`src/rtl/tlb_pkg.sv`:
```
package tlb_pkg;
    localparam int VA_W  = 39;
    localparam int OFF_W = 12;
    localparam int VPN_W = VA_W - OFF_W;

    localparam logic [1:0] KIND_LOAD  = 2'd0;
    localparam logic [1:0] KIND_STORE = 2'd1;
    localparam logic [1:0] KIND_FETCH = 2'd2;

    localparam logic [1:0] LVL_1G = 2'd0;
    localparam logic [1:0] LVL_2M = 2'd1;

    typedef enum logic [1:0] {
        RSP_IDLE,
        RSP_HIT,
        RSP_MISS,
        RSP_MULTI
    } rsp_state_e;

    typedef struct packed {
        logic rd;
        logic wr;
        logic ex;
        logic usr;
        logic glb;
        logic acc;
        logic dty;
    } perm_t;
endpackage

```
`src/rtl/tlb_match.sv`:
```
module tlb_match
    import tlb_pkg::*;
(
    input  logic             ent_valid,
    input  logic [VPN_W-1:0] ent_vpn,
    input  logic [1:0]       ent_lvl,
    input  logic [VPN_W-1:0] probe_vpn,
    output logic             hit
);
    logic top_eq, mid_eq, low_eq;

    assign top_eq = ent_vpn[26:18] == probe_vpn[26:18];
    assign mid_eq = ent_vpn[17:9]  == probe_vpn[17:9];
    assign low_eq = ent_vpn[8:0]   == probe_vpn[8:0];

    always_comb begin
        unique case (ent_lvl)
            LVL_1G:  hit = ent_valid & top_eq;
            LVL_2M:  hit = ent_valid & top_eq & mid_eq;
            default: hit = ent_valid & top_eq & mid_eq & low_eq;
        endcase
    end
endmodule

```
`src/rtl/tlb_perm.sv`:
```
module tlb_perm
    import tlb_pkg::*;
(
    input  perm_t      perm,
    input  logic [1:0] kind,
    input  logic       user,
    output logic       fault
);
    logic kind_bad;

    always_comb begin
        unique case (kind)
            KIND_STORE: kind_bad = !perm.wr | !perm.dty;
            KIND_FETCH: kind_bad = !perm.ex;
            default:    kind_bad = !perm.rd;
        endcase
    end

    assign fault = !perm.acc | kind_bad | (user != perm.usr);
endmodule

```
`src/rtl/tlb_victim.sv`:
```
module tlb_victim #(
    parameter int ENTRIES = 32,
    localparam int IDX_W = (ENTRIES > 1) ? $clog2(ENTRIES) : 1
) (
    input  logic               clk,
    input  logic               rst_n,
    input  logic [ENTRIES-1:0] valid_vec,
    input  logic               fill_fire,
    output logic [IDX_W-1:0]   victim
);
    logic [IDX_W-1:0] rr_q;
    logic [IDX_W-1:0] free_idx;
    logic             any_free;

    always_comb begin
        any_free = 1'b0;
        free_idx = '0;
        for (int i = ENTRIES - 1; i >= 0; i--) begin
            if (!valid_vec[i]) begin
                any_free = 1'b1;
                free_idx = IDX_W'(i);
            end
        end
    end

    assign victim = any_free ? free_idx : rr_q;

    always_ff @(posedge clk or negedge rst_n) begin
        if (!rst_n) begin
            rr_q <= '0;
        end else if (fill_fire && !any_free) begin
            rr_q <= (rr_q == IDX_W'(ENTRIES - 1)) ? '0 : rr_q + 1'b1;
        end
    end
endmodule

```
`src/rtl/tlb_fa.sv`:
```
module tlb_fa
    import tlb_pkg::*;
#(
    parameter int ENTRIES = 32,
    parameter int PPN_W   = 44,
    localparam int IDX_W  = (ENTRIES > 1) ? $clog2(ENTRIES) : 1,
    localparam int PTE_W  = PPN_W + 10,
    localparam int PA_W   = PPN_W + OFF_W
) (
    input  logic              clk,
    input  logic              rst_n,
    input  logic              lk_valid,
    input  logic [VA_W-1:0]   lk_vaddr,
    input  logic [1:0]        lk_kind,
    input  logic              lk_user,
    input  logic              fill_valid,
    input  logic [VPN_W-1:0]  fill_vpn,
    input  logic [PTE_W-1:0]  fill_pte,
    input  logic [1:0]        fill_level,
    input  logic              fill_ae,
    input  logic              fence_valid,
    input  logic              fence_use_va,
    input  logic [VA_W-1:0]   fence_vaddr,
    input  logic              fence_asid_nz,
    output logic              rsp_valid,
    output logic              rsp_hit,
    output logic [PA_W-1:0]   rsp_paddr,
    output logic              rsp_page_fault,
    output logic              rsp_access_fault,
    output logic              miss_pulse
);
    logic [ENTRIES-1:0] valid_q;
    logic [VPN_W-1:0]   vpn_q  [ENTRIES];
    logic [PPN_W-1:0]   ppn_q  [ENTRIES];
    logic [1:0]         lvl_q  [ENTRIES];
    perm_t              perm_q [ENTRIES];
    logic [ENTRIES-1:0] pf_q;
    logic [ENTRIES-1:0] ae_q;

    logic [ENTRIES-1:0] hit_vec;
    logic [ENTRIES-1:0] fence_vec;
    logic [VPN_W-1:0]   lk_vpn;
    logic [VPN_W-1:0]   fc_vpn;

    assign lk_vpn = lk_vaddr[VA_W-1:OFF_W];
    assign fc_vpn = fence_vaddr[VA_W-1:OFF_W];

    genvar g;
    generate
        for (g = 0; g < ENTRIES; g++) begin : g_ent
            tlb_match u_lk_match (
                .ent_valid (valid_q[g]),
                .ent_vpn   (vpn_q[g]),
                .ent_lvl   (lvl_q[g]),
                .probe_vpn (lk_vpn),
                .hit       (hit_vec[g])
            );
            tlb_match u_fc_match (
                .ent_valid (valid_q[g]),
                .ent_vpn   (vpn_q[g]),
                .ent_lvl   (lvl_q[g]),
                .probe_vpn (fc_vpn),
                .hit       (fence_vec[g])
            );
        end
    endgenerate

    // refill decode
    logic [PPN_W-1:0] fill_ppn;
    perm_t            fill_perm;
    logic             fill_v, fill_misal, fill_pf;

    assign fill_ppn  = fill_pte[PTE_W-1:10];
    assign fill_v    = fill_pte[0];
    assign fill_perm = '{rd: fill_pte[1], wr: fill_pte[2], ex: fill_pte[3],
                         usr: fill_pte[4], glb: fill_pte[5], acc: fill_pte[6],
                         dty: fill_pte[7]};
    assign fill_misal = ((fill_level == LVL_1G) && (fill_ppn[17:0] != '0)) ||
                        ((fill_level == LVL_2M) && (fill_ppn[8:0]  != '0));
    assign fill_pf = !fill_v || (fill_perm.wr && !fill_perm.rd) ||
                     (!fill_perm.rd && !fill_perm.ex) || fill_misal;

    logic [IDX_W-1:0] victim;

    tlb_victim #(.ENTRIES(ENTRIES)) u_victim (
        .clk       (clk),
        .rst_n     (rst_n),
        .valid_vec (valid_q),
        .fill_fire (fill_valid),
        .victim    (victim)
    );

    // hit selection
    int unsigned      n_hit;
    logic             multi_hit, single_hit;
    logic [PPN_W-1:0] sel_ppn;
    logic [1:0]       sel_lvl;
    perm_t            sel_perm;
    logic             sel_pf, sel_ae, perm_fault;
    logic [PPN_W-1:0] lo_mask, out_ppn;

    assign n_hit      = $countones(hit_vec);
    assign multi_hit  = n_hit > 1;
    assign single_hit = n_hit == 1;

    always_comb begin
        sel_ppn  = '0;
        sel_lvl  = '0;
        sel_perm = '0;
        sel_pf   = 1'b0;
        sel_ae   = 1'b0;
        for (int i = 0; i < ENTRIES; i++) begin
            if (hit_vec[i]) begin
                sel_ppn  = sel_ppn  | ppn_q[i];
                sel_lvl  = sel_lvl  | lvl_q[i];
                sel_perm = sel_perm | perm_q[i];
                sel_pf   = sel_pf   | pf_q[i];
                sel_ae   = sel_ae   | ae_q[i];
            end
        end
    end

    tlb_perm u_perm (
        .perm  (sel_perm),
        .kind  (lk_kind),
        .user  (lk_user),
        .fault (perm_fault)
    );

    always_comb begin
        unique case (sel_lvl)
            LVL_1G:  lo_mask = PPN_W'(18'h3FFFF);
            LVL_2M:  lo_mask = PPN_W'(9'h1FF);
            default: lo_mask = '0;
        endcase
        out_ppn = (sel_ppn & ~lo_mask) | (PPN_W'(lk_vpn[17:0]) & lo_mask);
    end

    // entry valid bits: multi-hit clear, then fence, then refill
    always_ff @(posedge clk or negedge rst_n) begin
        if (!rst_n) begin
            valid_q <= '0;
        end else begin
            for (int i = 0; i < ENTRIES; i++) begin
                logic v;
                v = valid_q[i];
                if (lk_valid && multi_hit) begin
                    v = 1'b0;
                end
                if (fence_valid && (!fence_use_va || fence_vec[i]) &&
                    !(fence_asid_nz && perm_q[i].glb)) begin
                    v = 1'b0;
                end
                if (fill_valid && (victim == IDX_W'(i))) begin
                    v = 1'b1;
                end
                valid_q[i] <= v;
            end
        end
    end

    always_ff @(posedge clk) begin
        if (fill_valid) begin
            vpn_q[victim]  <= fill_vpn;
            ppn_q[victim]  <= fill_ppn;
            lvl_q[victim]  <= fill_level;
            perm_q[victim] <= fill_perm;
            pf_q[victim]   <= fill_pf;
            ae_q[victim]   <= fill_ae && fill_v && !fill_pf;
        end
    end

    // response state machine
    rsp_state_e       state_q, state_d;
    logic [PA_W-1:0]  paddr_q;
    logic             rpf_q, rae_q;

    always_comb begin
        if (!lk_valid)        state_d = RSP_IDLE;
        else if (multi_hit)   state_d = RSP_MULTI;
        else if (single_hit)  state_d = RSP_HIT;
        else                  state_d = RSP_MISS;
    end

    always_ff @(posedge clk or negedge rst_n) begin
        if (!rst_n) state_q <= RSP_IDLE;
        else        state_q <= state_d;
    end

    always_ff @(posedge clk or negedge rst_n) begin
        if (!rst_n) begin
            paddr_q <= '0;
            rpf_q   <= 1'b0;
            rae_q   <= 1'b0;
        end else if (lk_valid) begin
            paddr_q <= {out_ppn, lk_vaddr[OFF_W-1:0]};
            rpf_q   <= single_hit && (sel_pf || (!sel_ae && perm_fault));
            rae_q   <= single_hit && !sel_pf && sel_ae;
        end
    end

    always_comb begin
        rsp_valid        = 1'b0;
        rsp_hit          = 1'b0;
        miss_pulse       = 1'b0;
        rsp_paddr        = paddr_q;
        rsp_page_fault   = 1'b0;
        rsp_access_fault = 1'b0;
        unique case (state_q)
            RSP_IDLE: ;
            RSP_HIT: begin
                rsp_valid        = 1'b1;
                rsp_hit          = 1'b1;
                rsp_page_fault   = rpf_q;
                rsp_access_fault = rae_q;
            end
            RSP_MISS, RSP_MULTI: begin
                rsp_valid  = 1'b1;
                miss_pulse = 1'b1;
            end
            default: ;
        endcase
    end
endmodule

```
`config.mk`:
```
export PLATFORM = sky130hd
export DESIGN_NAME = tlb_fa
export DESIGN_NICKNAME = d
export VERILOG_FILES = /design/src/rtl/tlb_pkg.sv /design/src/rtl/tlb_match.sv /design/src/rtl/tlb_perm.sv /design/src/rtl/tlb_victim.sv /design/src/rtl/tlb_fa.sv
export SDC_FILE = /design/constraint.sdc
export NUM_CORES = 2
export LEC_CHECK = 0
export ABC_AREA = 1
export CAP_MARGIN = 15
export CORE_MARGIN = 2
export CORE_UTILIZATION = 35
export CTS_CLUSTER_SIZE = 40
export DETAILED_ROUTE_END_ITERATION = 6
export SYNTH_ARGS = -nofsm -noshare
export SYNTH_HDL_FRONTEND = slang
export SYNTH_HIERARCHICAL = 1
export SYNTH_SLANG_ARGS = --single-unit
```
`constraint.sdc`:
```
create_clock -name clk -period 12.1 [get_ports clk]
set_input_delay 1.815 -clock clk [delete_from_list [all_inputs] [get_ports clk]]
set_output_delay 1.815 -clock clk [all_outputs]
set_load 0.05 [all_outputs]
```
==> results by group <==
Clock network
  • Worst-skew pair later-pin latency: 0.93 ns
  • Setup Fix Bufs, Post-CTS: 0
  • Reg clk slew, reported paths: 0.06 ns
  • Post-CTS Resized: 0
  • Cts bufs inserted: 304
  • # hold bufs at CTS: 0
  • CTS Buffer Depth: 4
  • Root buffer cell: clkbuf_16
  • CTS sink count: 2,721
  • TritonCTS clock tree: yes
  • H-tree levels: 5

Global route
  • First-pass GRT wire length: roughly 600,000 µm
  • Total gr overflow: 0
  • Initial antenna violation count: 30
  • Largest net degree at the start of global routing: 83
  • Tot GR Track Use: 23.3%
  • Number of global-route vias before repair: about 80k

Worst setup path
  • Worst path top cell family by delay: adder cells
  • CP endpoint kind: flip-flop
  • Required time of the critical path: 12.86 ns
  • Critical path launch point type: primary input
  • CP max FO: 26
  • Crit-path max cell delay: 1.16 ns
  • Most Frequent Cell on Critical Path: fa_1
  • Worst setup endpoint: valid_q[0]$_DFFE_PN0P_
  • CP bufs+invs: 8
  • WP data arrival: 9.56 ns
  • Worst R2R End: valid_q[0]$_DFFE_PN0P_
  • CP Class: primary input to flip-flop
  • Critical Path Stages: 27
  • Setup crit start: lk_vaddr[32]
  • Worst r2r path cells: 24
  • FF-to-FF Start: vpn_q[15][5]$_DFFE_PP_
  • Slowest-stage cell, CP: clkdlybuf4s50_1
  • R2R setup slack: between 4 and 5 ns

Synth
  • Gate Count Post-Synth: 11.7k
  • Ys Warns: 6
  • Avg Inst Size Synth: 10.6 µm²
  • Mapped Area: 124,000 µm²
  • Syn_nets: 11.9k

Timing
  • Slew Viols, Final: 0
  • Min cycle time layout: 8.80 ns
  • Final Hold Fails: 0
  • Slew of the pin with the lowest slew margin: roughly 1.2 ns
  • Final Setup Violations: 0
  • RSZ-0062 raised after global routing: false
  • Relative slew slack: 20.4%
  • Peak Freq: 114 MHz
  • Clk_skew: between 0.07 and 0.08 ns
  • WHS: roughly 0.47 ns
  • Final worst-path cycle share: 72.7%
  • Setup TNS: 0 ns

Detailed routing
  • Post-DRT Antenna Nets: 0
  • DR pass1 iterations: 6
  • Post-Route WL: 429,000 µm
  • DR vias: approximately 90k
  • DR vias/cell: 5.14
  • Initial detailed-routing violation count: ~11k
  • DRC Markers: 0
  • WL per Instance: 24.9 µm

Floorplan
  • IO Pins: 233
  • Die width: 600 µm
  • Core ar.: 353,000 µm²
  • Row count: about 220
  • Die H: 600 µm
  • Die area: 359,000 µm²
  • Initial Util: 35.2%

Placed design
  • Area after DPL: 133,000 µm²
  • RePlAce Congestion: 0.872
  • Dpl hpwl: roughly 230,000 µm
  • Port buffer count: around 220

Power and ir drop
  • VDD IR max: 0.100 mV
  • Leakage power: 0.0551 µW
  • Total Power: 21,200 µW
  • Power Density: 149 nW/µm²

Finish
  • Nets: 12.4k
  • Leading cell type in the layout, fill and taps excluded: nand2_1
  • Most frequent cells in the layout: 3,235 x nand2_1, 2,624 x edfxtp_1, 1,417 x inv_1, 1,349 x nor2_1, 512 x xnor2_1
  • Syn-to-layout area delta: 15.1%
  • Post-route cell area: 143,000 µm²
  • Layout cell share with drive strength beyond 1: 7.53%

Hold path
  • Worst Hold Class: flip-flop to flip-flop

Flow run
  • Max Cap Viol: 0

Run status
  • Outcome: complete, no violations
per-layer routing:
layer  global-route usage, %  vias to the layer above  share of wire [%]
met4                    8.24                       24                3.9
li1                        -                    39900                  -
met5                       0                        -              0.031
met3                    4.41                      726                 10
met1                    31.3                    43500                 40
met2                    37.6                     4278                 46
registers in the layout, summed over array words and instances, names as in the netlist:
register and cells:
rsp_paddr 56, rpf_q 1, pf_q 32, ppn_q 1408
ae_q 32, valid_q 32, lvl_q 64, state_q 2
vpn_q 864, u_victim/rr_q 5, perm_q 224, rae_q 1
metrics by stage:
| stage | worst slack [ns] | cells | utilization (%) |
|---|---|---|---|
| 6_report | 3.30 | 17200 | 40.5 |
| 4_1_cts | 2.97 | 17200 | 40.4 |
| 3_3_place_gp | 2.10 | 16600 | 37.8 |
| 2_1_floorplan | 4.74 | 11700 | - |
| 5_1_grt | 2.92 | 17200 | 40.5 |
| 3_5_place_dp | 2.04 | 16600 | 37.8 |
final cells by class:
type / instances / area (µm²)
repair buffers: 461 / 3900
well taps: 4730 / 5920
clock inverters: 153 / 1260
inverters: 1419 / 5330
fillers: 33700 / 210000
multi-input cells: 7321 / 37100
clock buffers: 386 / 8130
diodes: 7 / 17.5
flip-flops and latches: 2721 / 81200
tightest hold or removal path: cells and delay by family, from the launching register on:
family	cells	cell delay (ns)
flip-flops	1	0.34
AND/OR/NAND/NOR	2	0.10
power by group:
part	switching [µW]	total, µW	internal [µW]
logic	1100	1490	387
registers	124	10800	10700
clock network	3840	8940	5100
total	5070	21200	16200
worst min-delay path by stage:
stage / from / end / slack [ns] / cells past startpoint
6_report: rsp_paddr[3]$_DFFE_PN0P_ / rsp_paddr[3]$_DFFE_PN0P_ / 0.47 / 2
5_1_grt: rsp_paddr[3]$_DFFE_PN0P_ / rsp_paddr[3]$_DFFE_PN0P_ / 0.49 / 2
4_1_cts: rsp_paddr[3]$_DFFE_PN0P_ / rsp_paddr[3]$_DFFE_PN0P_ / 0.47 / 2
3_5_place_dp: rsp_paddr[11]$_DFFE_PN0P_ / rsp_paddr[11]$_DFFE_PN0P_ / 0.46 / 2
3_3_place_gp: rsp_paddr[6]$_DFFE_PN0P_ / rsp_paddr[6]$_DFFE_PN0P_ / 0.45 / 2
2_1_floorplan: rpf_q$_DFFE_PN0P_ / rpf_q$_DFFE_PN0P_ / 0.44 / 2
(Power assumes the default switching activity.)
